$ cat config.mk
export PLATFORM = sky130hd
export DESIGN_NAME = mp_uart_rx
export DESIGN_NICKNAME = d
export VERILOG_FILES = /design/src/rtl/mp_uart_rx_pkg.sv /design/src/rtl/mp_uart_rx_sync.sv /design/src/rtl/mp_uart_rx_framer.sv /design/src/rtl/mp_uart_rx_hold.sv /design/src/rtl/mp_uart_rx.sv
export SDC_FILE = /design/constraint.sdc
export NUM_CORES = 1
export LEC_CHECK = 0
export BUFFER_PORTS_ARGS = -buffer_cell sky130_fd_sc_hd__buf_2
export CORE_MARGIN = 3
export CORE_UTILIZATION = 35
export DETAILED_ROUTE_END_ITERATION = 7
export HOLD_SLACK_MARGIN = 0.12
export PLACE_DENSITY_LB_ADDON = 0.05
export RECOVER_POWER = 100
export SYNTH_ARGS = -nofsm -noshare
export SYNTH_HDL_FRONTEND = slang
export SYNTH_SLANG_ARGS = --single-unit
$ cat constraint.sdc
create_clock -name clk_i -period 1.9 [get_ports clk_i]
set_input_delay 0 -clock clk_i [delete_from_list [all_inputs] [get_ports clk_i]]
set_output_delay 0 -clock clk_i [all_outputs]
set_load 0.01 [all_outputs]
$ cat src/rtl/mp_uart_rx_pkg.sv
package mp_uart_rx_pkg;
  typedef enum logic [1:0] {
    ST_IDLE,
    ST_START,
    ST_BITS,
    ST_STOP
  } rx_state_e;
endpackage

$ cat src/rtl/mp_uart_rx_sync.sv
module mp_uart_rx_sync #(
  parameter int unsigned STAGES = 2
) (
  input  logic clk_i,
  input  logic rst_ni,
  input  logic d_i,
  output logic q_o
);
  logic [STAGES-1:0] ff_q;

  always_ff @(posedge clk_i or negedge rst_ni) begin
    if (!rst_ni) ff_q <= '1;
    else         ff_q <= {ff_q[STAGES-2:0], d_i};
  end

  assign q_o = ff_q[STAGES-1];
endmodule

$ cat src/rtl/mp_uart_rx_framer.sv
module mp_uart_rx_framer
  import mp_uart_rx_pkg::*;
#(
  parameter int unsigned OSR    = 16,
  parameter int unsigned DATA_W = 8
) (
  input  logic              clk_i,
  input  logic              rst_ni,
  input  logic              tick_i,
  input  logic              rx_i,
  input  logic              en_i,
  input  logic              mp_i,
  input  logic              len7_i,
  input  logic              par_en_i,
  input  logic              par_odd_i,
  output logic              done_o,
  output logic [DATA_W-1:0] data_o,
  output logic              extra_o,
  output logic              perr_o,
  output logic              ferr_o
);
  localparam int unsigned CNT_W = $clog2(OSR);
  localparam int unsigned IDX_W = $clog2(DATA_W + 2);
  localparam logic [CNT_W-1:0] MID  = CNT_W'(OSR / 2 - 1);
  localparam logic [CNT_W-1:0] LAST = CNT_W'(OSR - 1);

  rx_state_e         state_q;
  logic [CNT_W-1:0]  cnt_q;
  logic [IDX_W-1:0]  idx_q;
  logic [DATA_W-1:0] data_q;
  logic              extra_q, par_q, armed_q;
  logic              done_q, perr_q, ferr_q;
  logic [IDX_W-1:0]  dlen, last_idx;

  // data length and index of the final bit before stop
  always_comb begin
    dlen     = (mp_i || !len7_i) ? IDX_W'(DATA_W) : IDX_W'(DATA_W - 1);
    last_idx = (mp_i || par_en_i) ? dlen : dlen - 1'b1;
  end

  always_ff @(posedge clk_i or negedge rst_ni) begin
    if (!rst_ni) begin
      state_q <= ST_IDLE;
      cnt_q   <= '0;
      idx_q   <= '0;
      data_q  <= '0;
      extra_q <= 1'b0;
      par_q   <= 1'b0;
      armed_q <= 1'b0;
      done_q  <= 1'b0;
      perr_q  <= 1'b0;
      ferr_q  <= 1'b0;
    end else begin
      done_q <= 1'b0;
      if (!en_i) begin
        state_q <= ST_IDLE;
        armed_q <= 1'b0;
      end else if (tick_i) begin
        unique case (state_q)
          ST_IDLE: begin
            armed_q <= rx_i;
            if (armed_q && !rx_i) begin
              state_q <= ST_START;
              cnt_q   <= '0;
            end
          end
          ST_START: begin
            if (cnt_q == MID) begin
              cnt_q <= '0;
              if (rx_i) begin
                state_q <= ST_IDLE;  // glitch
                armed_q <= 1'b0;
              end else begin
                state_q <= ST_BITS;
                idx_q   <= '0;
                data_q  <= '0;
                extra_q <= 1'b0;
                par_q   <= 1'b0;
              end
            end else begin
              cnt_q <= cnt_q + 1'b1;
            end
          end
          ST_BITS: begin
            if (cnt_q == LAST) begin
              cnt_q <= '0;
              par_q <= par_q ^ rx_i;
              if (idx_q < dlen) begin
                for (int b = 0; b < DATA_W; b++)
                  if (idx_q == IDX_W'(b)) data_q[b] <= rx_i;
              end else begin
                extra_q <= rx_i;
              end
              idx_q <= idx_q + 1'b1;
              if (idx_q == last_idx) state_q <= ST_STOP;
            end else begin
              cnt_q <= cnt_q + 1'b1;
            end
          end
          ST_STOP: begin
            if (cnt_q == LAST) begin
              cnt_q   <= '0;
              done_q  <= 1'b1;
              ferr_q  <= !rx_i;
              perr_q  <= par_en_i && !mp_i && (par_q != par_odd_i);
              state_q <= ST_IDLE;
              armed_q <= 1'b0;
            end else begin
              cnt_q <= cnt_q + 1'b1;
            end
          end
          default: state_q <= ST_IDLE;
        endcase
      end
    end
  end

  assign done_o  = done_q;
  assign data_o  = data_q;
  assign extra_o = extra_q && mp_i;
  assign perr_o  = perr_q;
  assign ferr_o  = ferr_q;
endmodule

$ cat src/rtl/mp_uart_rx_hold.sv
module mp_uart_rx_hold #(
  parameter int unsigned DATA_W = 8
) (
  input  logic              clk_i,
  input  logic              rst_ni,
  input  logic              done_i,
  input  logic [DATA_W-1:0] data_i,
  input  logic              extra_i,
  input  logic              perr_i,
  input  logic              ferr_i,
  input  logic              rd_i,
  input  logic              rie_i,
  output logic [DATA_W-1:0] data_o,
  output logic              extra_o,
  output logic              full_o,
  output logic              perr_o,
  output logic              ferr_o,
  output logic              oerr_o,
  output logic              irq_o,
  output logic              post_o
);
  logic [DATA_W-1:0] data_q;
  logic extra_q, full_q, perr_q, ferr_q, oerr_q, post_q;
  logic consume, accept;

  assign consume = rd_i && full_q;
  assign accept  = !full_q || rd_i;

  always_ff @(posedge clk_i or negedge rst_ni) begin
    if (!rst_ni) begin
      data_q  <= '0;
      extra_q <= 1'b0;
      full_q  <= 1'b0;
      perr_q  <= 1'b0;
      ferr_q  <= 1'b0;
      oerr_q  <= 1'b0;
      post_q  <= 1'b0;
    end else begin
      post_q <= done_i && accept;
      // status lands one cycle ahead of the full flag
      if (post_q)       full_q <= 1'b1;
      else if (consume) full_q <= 1'b0;
      if (done_i && accept) begin
        data_q  <= data_i;
        extra_q <= extra_i;
        perr_q  <= perr_i;
        ferr_q  <= ferr_i;
        oerr_q  <= 1'b0;
      end else if (done_i) begin
        oerr_q <= 1'b1;
      end else if (consume) begin
        perr_q <= 1'b0;
        ferr_q <= 1'b0;
        oerr_q <= 1'b0;
      end
    end
  end

  assign data_o  = data_q;
  assign extra_o = extra_q;
  assign full_o  = full_q;
  assign perr_o  = perr_q;
  assign ferr_o  = ferr_q;
  assign oerr_o  = oerr_q;
  assign irq_o   = full_q && rie_i;
  assign post_o  = post_q;
endmodule

$ cat src/rtl/mp_uart_rx.sv
module mp_uart_rx #(
  parameter int unsigned OSR         = 16,
  parameter int unsigned DATA_W      = 8,
  parameter int unsigned SYNC_STAGES = 2
) (
  input  logic              clk_i,
  input  logic              rst_ni,
  input  logic              os_tick_i,
  input  logic              rx_i,
  input  logic              rx_en_i,
  input  logic              mp_mode_i,
  input  logic              len7_i,
  input  logic              par_en_i,
  input  logic              par_odd_i,
  input  logic              rd_i,
  input  logic              rie_i,
  output logic [DATA_W-1:0] data_o,
  output logic              adbit_o,
  output logic              full_o,
  output logic              perr_o,
  output logic              ferr_o,
  output logic              oerr_o,
  output logic              irq_o
);
  logic              rx_s;
  logic              frame_done, f_extra, f_perr, f_ferr, frame_post;
  logic [DATA_W-1:0] f_data;

  mp_uart_rx_sync #(.STAGES(SYNC_STAGES)) i_sync (
    .clk_i (clk_i),
    .rst_ni(rst_ni),
    .d_i   (rx_i),
    .q_o   (rx_s)
  );

  mp_uart_rx_framer #(.OSR(OSR), .DATA_W(DATA_W)) i_framer (
    .clk_i    (clk_i),
    .rst_ni   (rst_ni),
    .tick_i   (os_tick_i),
    .rx_i     (rx_s),
    .en_i     (rx_en_i),
    .mp_i     (mp_mode_i),
    .len7_i   (len7_i),
    .par_en_i (par_en_i),
    .par_odd_i(par_odd_i),
    .done_o   (frame_done),
    .data_o   (f_data),
    .extra_o  (f_extra),
    .perr_o   (f_perr),
    .ferr_o   (f_ferr)
  );

  mp_uart_rx_hold #(.DATA_W(DATA_W)) i_hold (
    .clk_i  (clk_i),
    .rst_ni (rst_ni),
    .done_i (frame_done),
    .data_i (f_data),
    .extra_i(f_extra),
    .perr_i (f_perr),
    .ferr_i (f_ferr),
    .rd_i   (rd_i),
    .rie_i  (rie_i),
    .data_o (data_o),
    .extra_o(adbit_o),
    .full_o (full_o),
    .perr_o (perr_o),
    .ferr_o (ferr_o),
    .oerr_o (oerr_o),
    .irq_o  (irq_o),
    .post_o (frame_post)
  );
endmodule

Word-level counts from Yosys, hierarchy flattened --
Index checks and enable logic that the tools add are counted.
Word-level totals: bits in registers 40, bits of input ports 11, output and inout port bits 14, word-level logic and storage cells 159
Cells by class: $add $sub $neg 3, magnitude comparators 1, equality and inequality tests 37, mux-type cells 56, bitwise gates (word level) 1, reductions and logical operators 36
Operator list (count):
- AND reduction 8 bit | 8
- two-way mux 4 bit | 8
- two-way mux 8 bit | 4
- two-way mux 1 bit | 29
- != test 2 x 1 -> 1 bit (second input constant) | 13
- equality test 4 x 3 -> 1 bit (second input constant) | 5
- two-way mux 2 bit | 8
- one-hot mux 8 bit (2 select lines) | 1
- != test 3 x 2 -> 1 bit (second input constant) | 5
- one-hot mux 4 bit (3 select lines) | 1
- AND reduction 6 bit | 2
- adder 4 x 1 -> 4 bit (second input constant) | 2
- equality test 4 x 2 -> 1 bit (second input constant) | 2
- one-hot mux 2 bit (4 select lines) | 1
- one-hot mux 4 bit (2 select lines) | 1
- logical AND 1 bit | 7
- AND reduction 7 bit | 1
- != test 2 bit (second input constant) | 3
- nonzero test 2 bit | 3
- AND reduction 5 bit | 1
- equality test 2 bit (second input constant) | 2
- equality test 4 x 1 -> 1 bit (second input constant) | 1
- equality test 4 bit | 1
- equality test 4 bit (second input constant) | 1
- other kinds (18) | 24

Logic depth before layout (Yosys ltp) --
depth after elaboration 11, depth in mapped cells 7

Modules after synthesis --
From an unflattened synthesis, not the netlist that was laid out.
Unflattened totals: cell total of the unflattened synthesis 203, area total of the unflattened synthesis 2287.2 um^2
By module, submodules not included:
- mp_uart_rx_framer | times used 1, cells an instance 163, area each 1612.8 um^2, sequential area each 600.6 um^2
- mp_uart_rx_hold | times used 1, cells an instance 38, area each 621.8 um^2, sequential area each 350.3 um^2
- mp_uart_rx_sync | times used 1, cells an instance 2, area each 52.6 um^2, sequential area each 52.6 um^2

Least setup slack after synthesis --
OpenSTA, ideal clock, no wires.
path type flip-flop to flip-flop, start register i_framer.idx_q[1], end register i_framer.data_q[0], in the netlist i_framer.data_o[0], library setup time 0.118 ns, data arrival time 1.737 ns, data required time 1.782 ns, slack 0.045 ns, stages on the path, launching flop included 6, buffers on the path 0, clock period less this slack 1.855 ns, cell sequence dfrtp_1 > ha_1 > a211o_4 > a311oi_4 > a21oi_1 > a21o_1
On the way: cells in the longest elaborated chain, start to end 3, elaborated cells between the ends (all ways) 5, classes of those cells order compare (1); eq/ne (2); reduce/logical (2)
RTL lines:
- start, declared | line mp_uart_rx_framer.sv:29 | logic [IDX_W-1:0] idx_q;
- start signal, assigned | line mp_uart_rx_framer.sv:94 | idx_q <= idx_q + 1'b1;
- < comparator 4 bit or zero test 4 bit (tied branches) | line mp_uart_rx_framer.sv:88, mp_uart_rx_framer.sv:90
- != test 2 x 1 -> 1 bit (no line)
- AND reduction 8 bit (no line) *
- end signal, assigned by index | line mp_uart_rx_framer.sv:90 | if (idx_q == IDX_W'(b)) data_q[b] <= rx_i;
- end, declared | line mp_uart_rx_framer.sv:30 | logic [DATA_W-1:0] data_q;
Mark *: on every way between the ends. The rest lies on a longest branch, timed or not. A chain may end at the register's enable or synchronous reset.

Worst setup path in the final report --
start register i_framer.idx_q[2], end register i_framer.data_q[2], in the netlist i_framer.data_o[2]
On the way: cells in the longest elaborated chain, start to end 3, elaborated cells between the ends (all ways) 5, classes of those cells order compare (1); eq/ne (3); reduce/logical (1)
RTL lines (line):
- < comparator 4 bit or equality test 4 x 2 -> 1 bit (tied branches) | mp_uart_rx_framer.sv:88, mp_uart_rx_framer.sv:90
- != test 2 x 1 -> 1 bit (no line)
- AND reduction 8 bit (no line) *
Marked as above.

==> summary.txt <==
Setup path
  – Worst setup EP type: flip-flop
  – Worst Path Max Fanout: 6
  – Type of origin of the critical path: flip-flop
  – Crit-path cells: ha_1, or2_2, a311oi_4, a21oi_1, a21o_1
  – Setup CP Type: reg2reg
  – Slowest stage delay, CP: 0.40 ns
  – Worst path arrival time: 2.02 ns
  – Worst path slowest cell: a311oi_4
  – WP buf/inv: 0
  – CP top delay family: compound AO/OA/AOI/OAI gates
  – Req. time, crit path: 2.09 ns

Clock network
  – H-tree Lvls: 2
  – CTS clk-pin slew, worst paths: 0.08 ns
  – Clock Tree Buf Depth: 2
  – CTS sink count: 40
  – CTS tree: done
  – Worst-Skew Late Latency: 0.29 ns
  – CTS Root Cell: clkbuf_8
  – Total CTS buffers: 5

Layout
  – Syn-to-layout area delta: 19.5%
  – Finished Layout Cells: 342
  – Antenna cells: 0
  – Share of cells above drive strength 1: 19.9%
  – Final Net Count: 285
  – Fill cell count: 631

Power and ir drop
  – Gate power share: 7.6%
  – Cell Pwr Density: 639 nW/µm²
  – Peak supply drop: 0.420 mV
  – Net switching power: 388 µW
  – Sequential power share: 51.9%
  – Int Pwr: 1320 µW
  – P_leak: 0.00123 µW
  – Sw frac: 22.7%
  – Clock power share: 40.5%

Synth
  – Sequential area share after synthesis: 44.9%
  – Avg Cell Area, Syn: 10.2 µm²
  – Synth Flop Type: dfrtp_1
  – Yosys top cell area share: 42.5%
  – Synth Warn #: 0
  – Synth async-reset ratio: 100%
  – Leading area contributor after synthesis: dfrtp_1
  – Post-synthesis instance total: 219
  – Mapped cell area: 2240 µm²
  – Area contributors post-synth: dfrtp_1 (43%), ha_1 (4.5%), nand2_1 (4.2%)
  – Number of enable flip-flop cells after synthesis: 0
  – Yosys cell types: 53
  – Syn_nets: 238
  – Yosys reg bits: 40

Die
  – Die area: 7380 µm²
  – Initial core utilization: 36.9%
  – Core Region: 6060 µm²
  – I/O pin total: 25
  – Die H: 85.9 µm
  – Row cnt: 28
  – Die Span X: 85.9 µm

Global route
  – Grt ovf: 0
  – Largest net degree at the start of global routing: 20
  – First-pass GRT wire length: 8780 µm
  – Initial antenna violation count: 0
  – Global-route usage over all layers: 15.1%
  – Vias in the first global route: 1743

Timing
  – Setup Skew: 0.0108 ns
  – Rel. slew slack: 26.9%
  – Slew @ Worst Pin: 1.10 ns
  – Final setup vio count: 0
  – Fmax: 546 MHz
  – Count of final hold-check violations: 0
  – Setup TNS: 0 ns
  – Slew Viols, Final: 0
  – Unrepaired setup endpoints after global routing: no
  – Post-route minimum period: 1.83 ns
  – Fin crit share: 96.4%

Routing
  – First-pass iteration count of the detailed router: 4
  – Detail Route Antenna Nets: 0
  – Total Wirelength: 5150 µm
  – WL/cell: 15.0 µm
  – DRC: 0
  – Vias: 1769
  – Initial DRC Count: 47
  – Post-DR vias/cell: 5.17

Place
  – Hpwl dp: 3720 µm
  – Routability Congestion: 0.748
  – Number of port buffers: 24
  – Total placed cells including tap cells: 324

Run
  – Max-cap violations: 0

Worst hold path
  – Hold WC Path Type: in2out

Outcome
  – Status: completed
[worst paths after layout]
kind | from | to | slack [ns] | cells past startpoint
max reg2reg | i_framer.idx_q[2] | i_framer.data_o[2] | 0.07 | 5
min | rie_i | irq_o | 0.32 | 3
min reg2reg | i_sync.ff_q[0] | i_sync.ff_q[1] | 0.36 | 0
max in group asynchronous | rst_ni | i_sync.ff_q[1] | 0.53 | 3
max | i_framer.idx_q[2] | i_framer.data_o[2] | 0.07 | 5
min in group asynchronous | rst_ni | i_hold.data_o[4] | 0.43 | 2
[cell families (layout without fill, tap and decap cells)]
family	count (synthesis)	count (layout)	synth area share (%)
and+or+nand+nor	73	73	18.2
muxes	14	14	6.72
adders and majority gates	8	8	4.48
xor gates and xnor gates	3	3	1.18
AOI/OAI and AO/OA	57	57	19.5
buffers and inverters	24	72	5.09
DFF	40	40	44.9
[metrics by stage]
step / worst slack, ns / area (µm²) / hold WS, ns / util (%) / total power [µW]
3_5_place_dp: 0.0382 / 2510 / -0.0249 / 41.5 / 1030
5_1_grt: 0.000747 / 2670 / 0.344 / 44.1 / 1790
4_1_cts: 0.0238 / 2710 / 0.191 / 44.7 / 1740
2_1_floorplan: 0.0450 / 2240 / -0.296 / - / 967
3_3_place_gp: 0.0596 / 2510 / -0.0292 / 41.5 / 1030
6_report: 0.0682 / 2670 / 0.322 / 44.1 / 1710
[cells in the final DEF, fill, tap and decap left out, types with 3 or more instances in the layout]
cell	netlist	final
dfrtp_1	38	38
nand2_1	25	25
clkbuf_1	2	17
o21ai_0	13	14
buf_4	3	14
inv_1	13	13
nand3_1	11	11
a21oi_1	10	9
nor2_1	9	9
dlygate4sd3_1	0	9
buf_2	4	9
mux2_2	8	8
ha_1	8	8
mux2i_1	6	6
clkbuf_8	0	5
nand2b_1	4	4
a21o_1	4	4
a32o_1	4	4
and2_1	3	3
xor2_1	3	3
nor2b_1	3	3
[area by class of cell]
cell class | instances | area, µm² | share of cell area (%)
clock inverters | 2 | 35.0 | 1.31
repair buffers | 51 | 318 | 11.9
flip-flops and latches | 40 | 1000 | 37.6
inverters | 13 | 48.8 | 1.83
clock buffers | 6 | 72.6 | 2.72
well taps | 75 | 93.8 | 3.51
multi-input cells | 155 | 1100 | 41.2
[metal layers]
layer	up-vias	track usage [%]	share of wire, %
li1	882	-	-
met1	855	22.0	52
met2	28	22.8	44
met3	4	3.46	3.5
met4	0	3.02	0.82
met5	-	0	0
[synthesized netlist by cell type (all sizes together) (4+ instances only)]
cell and count:
a21oi 10, a21o 4, nand2b 4, mux2i 6, o21ai 16, mux2 8, a32o 4, a311oi 4
nand2 25, buf 9, nand3 11, nor2b 4, ha 8, inv 13, nor2 9, dfrtp 38
[power by group through the flow]
stage                     registers (µW)  logic (µW)  clock network, µW
final                                886         129                692
after global routing                 889         147                756
after CTS                            889         136                716
after detailed placement             906         120                  0
after global placement               906         120                  0
after floorplan                      896        70.8                  0
[sequential cells by signal (all words and copies together) (netlist names), 2 cells and up]
signal            flops
i_hold.data_o         8
i_framer.cnt_q        4
i_sync.ff_q           2
i_framer.data_o       8
i_framer.idx_q        4
i_framer.state_q      2
[tightest hold or removal path, stage by stage]
cell	delay (ns)
buf_2	0.07
and2_1	0.11
clkbuf_1	0.14
[repair_timing]
item                                   CTS  global route
gates resized for setup                  0             1
hold buffers                             9             0
setup endpoints to repair                0             4
endpoints found under the hold margin   48             0
setup buffers                            0             1
Note: power is estimated with default switching activity, not from simulation.
